===== src/rtl/shift_store_pkg.sv =====
// Package: shared constants and types for the serial shift and store register.
// Assumes: nothing; it holds declarations only.
package shift_store_pkg;
    localparam int unsigned DEFAULT_STAGES = 8;

    // The two cascade taps taken from the last stage.
    typedef struct packed {
        logic rise;
        logic fall;
    } ser_tap_t;
endpackage


===== src/rtl/ssr_shift_chain.sv =====
// Module: serial-in chain of STAGES flip-flops.
// Does: shifts ser_in into stage 0 on every rising edge and exposes both the
//       current contents and the next-state vector for the storage stage.
// Assumes: STAGES >= 2; rst_n is synchronous and active low.
module ssr_shift_chain #(
    parameter int unsigned STAGES = 8
) (
    input  logic              clk,
    input  logic              rst_n,
    input  logic              ser_in,
    output logic [STAGES-1:0] stage_q,
    output logic [STAGES-1:0] stage_d
);
    // Next-state wiring: stage 0 from the input, the rest from their neighbour.
    assign stage_d[0] = ser_in;
    for (genvar g = 1; g < STAGES; g++) begin : g_link
        assign stage_d[g] = stage_q[g-1];
    end

    // Chain register with synchronous clear.
    always_ff @(posedge clk) begin
        if (!rst_n) stage_q <= '0;
        else        stage_q <= stage_d;
    end
endmodule


===== src/rtl/ssr_store_stage.sv =====
// Module: storage stage behind the chain.
// Does: while strobe is high, captures the chain's next state so that right
//       after the edge it equals the chain; while strobe is low it holds.
// Assumes: the chain only changes on rising edges, so edge-time capture shows
//          the same values a transparent latch would at cycle granularity.
module ssr_store_stage #(
    parameter int unsigned STAGES = 8
) (
    input  logic              clk,
    input  logic              rst_n,
    input  logic              strobe,
    input  logic [STAGES-1:0] chain_next,
    output logic [STAGES-1:0] store_q
);
    // Storage register: follow while strobed, hold otherwise.
    always_ff @(posedge clk) begin
        if (!rst_n)      store_q <= '0;
        else if (strobe) store_q <= chain_next;
    end
endmodule


===== src/rtl/ssr_fall_retime.sv =====
// Module: falling-edge re-timing flop for the second cascade tap.
// Does: samples the last stage on the falling edge and holds it across the
//       next rising edge.
// Assumes: rst_n stays stable around the falling edge (it changes after rising edges).
module ssr_fall_retime (
    input  logic clk,
    input  logic rst_n,
    input  logic last_stage,
    output logic fall_q
);
    // Half-cycle re-timing register with synchronous clear.
    always_ff @(negedge clk) begin
        if (!rst_n) fall_q <= 1'b0;
        else        fall_q <= last_stage;
    end
endmodule


===== src/rtl/shift_store_reg.sv =====
// Module: serial shift and store register, top level.
// Does: chain + storage stage + output enable + two cascade taps.
//       The three-state parallel output is given as data (par_q) plus a
//       per-bit enable (par_oe) for the pad ring.
// Assumes: STAGES >= 2; rst_n is synchronous, active low, and changes away
//          from both clock edges.
module shift_store_reg
    import shift_store_pkg::*;
#(
    parameter int unsigned STAGES = DEFAULT_STAGES
) (
    input  logic              clk,
    input  logic              rst_n,
    input  logic              ser_in,
    input  logic              strobe,
    input  logic              out_en,
    output logic [STAGES-1:0] par_q,
    output logic [STAGES-1:0] par_oe,
    output logic              ser_out_rise,
    output logic              ser_out_fall
);
    localparam int unsigned LAST = STAGES - 1;

    logic [STAGES-1:0] stage_q;
    logic [STAGES-1:0] stage_d;
    logic [STAGES-1:0] store_q;
    ser_tap_t          tap;

    ssr_shift_chain #(.STAGES(STAGES)) u_chain (
        .clk     (clk),
        .rst_n   (rst_n),
        .ser_in  (ser_in),
        .stage_q (stage_q),
        .stage_d (stage_d)
    );

    ssr_store_stage #(.STAGES(STAGES)) u_store (
        .clk        (clk),
        .rst_n      (rst_n),
        .strobe     (strobe),
        .chain_next (stage_d),
        .store_q    (store_q)
    );

    // Rising tap: the last stage itself.
    assign tap.rise = stage_q[LAST];

    ssr_fall_retime u_fall (
        .clk        (clk),
        .rst_n      (rst_n),
        .last_stage (stage_q[LAST]),
        .fall_q     (tap.fall)
    );

    // Output drive: stored word as data, enable replicated to each bit.
    assign par_q        = store_q;
    assign par_oe       = {STAGES{out_en}};
    assign ser_out_rise = tap.rise;
    assign ser_out_fall = tap.fall;

    // the chain moved by exactly one position.
    assert_shift_R1: assert property (@(posedge clk) disable iff (!rst_n)
        $past(rst_n) |-> stage_q == {$past(stage_q[LAST-1:0]), $past(ser_in)});

    // a strobed edge leaves the stored word equal to the chain.
    assert_follow_R2: assert property (@(posedge clk) disable iff (!rst_n)
        ($past(rst_n) && $past(strobe)) |-> par_q == stage_q);

    // with no strobe the stored word is stable, whatever out_en does.
    assert_hold_R3: assert property (@(posedge clk) disable iff (!rst_n)
        ($past(rst_n) && !$past(strobe)) |-> par_q == $past(par_q));

    // at a rising edge the falling tap still shows the rising tap's value.
    assert_fall_match_R7: assert property (@(posedge clk) disable iff (!rst_n)
        $past(rst_n) |-> ser_out_fall == ser_out_rise);

    // reset clears the stored word and the rising tap.
    assert_reset_clear_R9: assert property (@(posedge clk)
        !rst_n |=> (par_q == '0 && !ser_out_rise));
endmodule


===== config.mk =====
export PLATFORM = sky130hd
export DESIGN_NAME = shift_store_reg
export DESIGN_NICKNAME = d
export VERILOG_FILES = /design/src/rtl/shift_store_pkg.sv /design/src/rtl/ssr_shift_chain.sv /design/src/rtl/ssr_store_stage.sv /design/src/rtl/ssr_fall_retime.sv /design/src/rtl/shift_store_reg.sv
export SDC_FILE = /design/constraint.sdc
export NUM_CORES = 1
export LEC_CHECK = 0
export BUFFER_PORTS_ARGS = -buffer_cell sky130_fd_sc_hd__buf_2
export CAP_MARGIN = 30
export CORE_MARGIN = 2
export CORE_UTILIZATION = 33
export DETAILED_ROUTE_END_ITERATION = 6
export PLACE_DENSITY = 0.65
export SLEW_MARGIN = 5
export SYNTH_ARGS = -nofsm -noshare
export SYNTH_HDL_FRONTEND = slang
export SYNTH_HIERARCHICAL = 1
export SYNTH_SLANG_ARGS = --single-unit

===== constraint.sdc =====
create_clock -name clk -period 0.9 [get_ports clk]
set_input_delay 0 -clock clk [delete_from_list [all_inputs] [get_ports clk]]
set_output_delay 0 -clock clk [all_outputs]
set_load 0.05 [all_outputs]

**After elaboration in Yosys (flattened, before gate mapping)**

Cells that the tools add are included.

- Register bits: 17
- Output and inout bits: 18
- Word-level logic and storage cells: 3
- Bits of input ports: 5

**Depth between registers and ports, before layout**

- Depth after elaboration: 0
- Gate-level depth with buffers: 3
- Gate-level depth less buffers: 2

**Modules after synthesis**

Netlist, hierarchy kept.

Modules (own cells, without submodules):

| module | seq. area each (um2) | area each (um2) | cells each | instances |
|---|---|---|---|---|
| ssr_store_stage | 160.2 | 301.5 | 25 | 1 |
| ssr_shift_chain | 160.2 | 270.3 | 24 | 1 |
| shift_store_reg | 0.0 | 60.1 | 8 | 1 |
| ssr_fall_retime | 20.0 | 30.0 | 3 | 1 |

==> qor.yml <==
place:
  numPlacedInstances: 82
  dpl.hpwl_um: 563
  routabilityCongestion: 0.575
  placed_area_um2: 652
  port_buffers: 13
sta:
  worst_slew_pin_slew_ns: 0.249
  hold_violations: 0
  clock_skew_ns: 0.0558
  setup_tns_ns: -0.425
  rsz0062_at_grt: "yes"
  slew_headroom: 0.834
  whs_ns: 0.00276
  setup-violations-final: 2
  slew_viol_final: 0
  setup_ws_ns: -0.355
clocking:
  htree_num_levels: 1
  clk_pin_slew_ns: 0.03
  cts_sinks: 17
  cts_buffers: 3
  cts_tree: "done"
  cts_root_buf: "clkbuf_4"
  clock_latency_ns: 0.33
  clock_path_buffers: 2
grt:
  grt_pass1_vias: 318
  grt_max_degree: 17
  antenna_found_initial: 0
  grt_usage: 0.0931
  gr-total-overflow: 0
  grt_first_pass_wirelength_mm: 1.38
drt:
  totalWireLength_um: 802
  drtIter0Drc: 2
  vias: 349
  final_antenna_net_count: 0
  detail_route.vias_per_cell: 4.01
  drc: 0
  dr.pass1.iters: 4
  drt-wirelength-per-cell_um: 9.22
setup_path:
  required_ns: 0.90
  startpoint_type: "flip-flop"
  cp_cell_sequence: "buf_8"
  rrSetupSlack_ns: -0.07
  crit_buf_inv: 1
  worst_path_max_delay_cell: "dfxtp_4"
  critPathKind: "flip-flop to output port"
  crit_end: "ser_out_fall"
  crit_family: "flip-flops"
  cp-startpoint: "u_fall/fall_q$_SDFF_NN0_"
  r2r-start: "u_chain/stage_q[7]$_SDFF_PN0_"
  arrival_ns: 1.25
  ff2ff_path_depth: 1
  crit_fanout: 1
  cp_slowest_stage_delay_ns: 0.33
  worst-path-stages: 1
  r2r_end: "u_fall/fall_q$_SDFF_NN0_"
  cp-end-kind: "output port"
job:
  cap_violations: 0
layout:
  regArea_um2: 358
  fin_util: 0.412
  area_delta_synth_final_pct: 16.6
  multi_input_area_um2: 186
  nFillCells: 184
  diodes: 0
  drive_gt1_frac: 0.435
  fin_nets: 68
  finalNonFillerCells: 87
  design_area_um2: 711
hold_path:
  min_path_type: "primary input to output port"
power:
  power_density_nw_per_um2: 1770
  vdd.ir_drop.worst_v: 0.00101
  p_leak_nw: 0.319
die:
  rows: 15
  initial_core_util: 0.353
  die_x_um: 47.0
  ioPinCount: 23
  die_area_um2: 2210
  core_area_um2: 1730
  die_h_um: 47.0
synthesis:
  yosysWarnings: 6
  syn-instance-count: 53
  synthesis.area_um2: 609
  syn-mean-instance-area_um2: 11.5
  synth.net_count: 58
run_status:
  violations: "setup timing"
  status: "finished with violations"
-- what timing repair did --
item / CTS / global route
hold buffers: 1 / 0
buffers inserted: 0 / 0
setup endpoints to repair: 2 / 7
resized for setup: 3 / 5
endpoints found under the hold margin: 2 / 0
-- stage by stage --
step | setup WS (ns) | power, mW
after floorplan | -0.185 | 0.957
final | -0.355 | 1.26
after detailed placement | -0.105 | 0.882
after CTS | -0.371 | 1.29
after global placement | -0.103 | 0.881
after global routing | -0.383 | 1.32
-- cells in the final DEF (no fill, tap or decap) --
master         instances
buf_8                  1
dlygate4sd3_1          1
and2_1                 9
clkbuf_1               1
inv_1                  1
mux2i_1                8
nor2b_1                8
dfxtp_4                2
dfxtp_1                7
dfxtp_2                8
buf_4                  1
buf_2                  7
clkbuf_4               8
-- report_power, final --
part / internal (mW) / switching [mW]
Sequential: 0.761 / 0.00628
Combinational: 0.0366 / 0.0507
Clock: 0.177 / 0.225
-- state kept, by name, indices dropped and copies added (netlist names) --
| register | count |
|---|---|
| u_chain/stage_q | 8 |
| u_store/store_q | 8 |
| u_fall/fall_q | 1 |
-- how the worst min path moves through the flow --
stage	to	slack, ns	cells past startpoint	startpoint
2_1_floorplan	u_chain/stage_q[7]$_SDFF_PN0_	0.12	1	rst_n
3_3_place_gp	par_oe[0]	0.005	0	out_en
3_5_place_dp	par_oe[0]	0.005	0	out_en
4_1_cts	par_oe[0]	0.005	0	out_en
5_1_grt	par_oe[0]	0.001	0	out_en
6_report	par_oe[4]	0.003	0	out_en
-- metal layers --
metal  wire length (um)  global-route usage
met1                388               0.123
met2                316               0.123
met3                 85              0.0346
met4                 12              0.0667
met5                  0                   0
-- cell type report --
| class | instances | share of cell area |
|---|---|---|
| flip-flops and latches | 17 | 0.504 |
| clock inverters | 1 | 0.00528 |
| repair buffers | 15 | 0.148 |
| clock buffers | 4 | 0.0370 |
| well taps | 25 | 0.0440 |
| multi-input cells | 25 | 0.262 |
(Power assumes the default switching activity.)
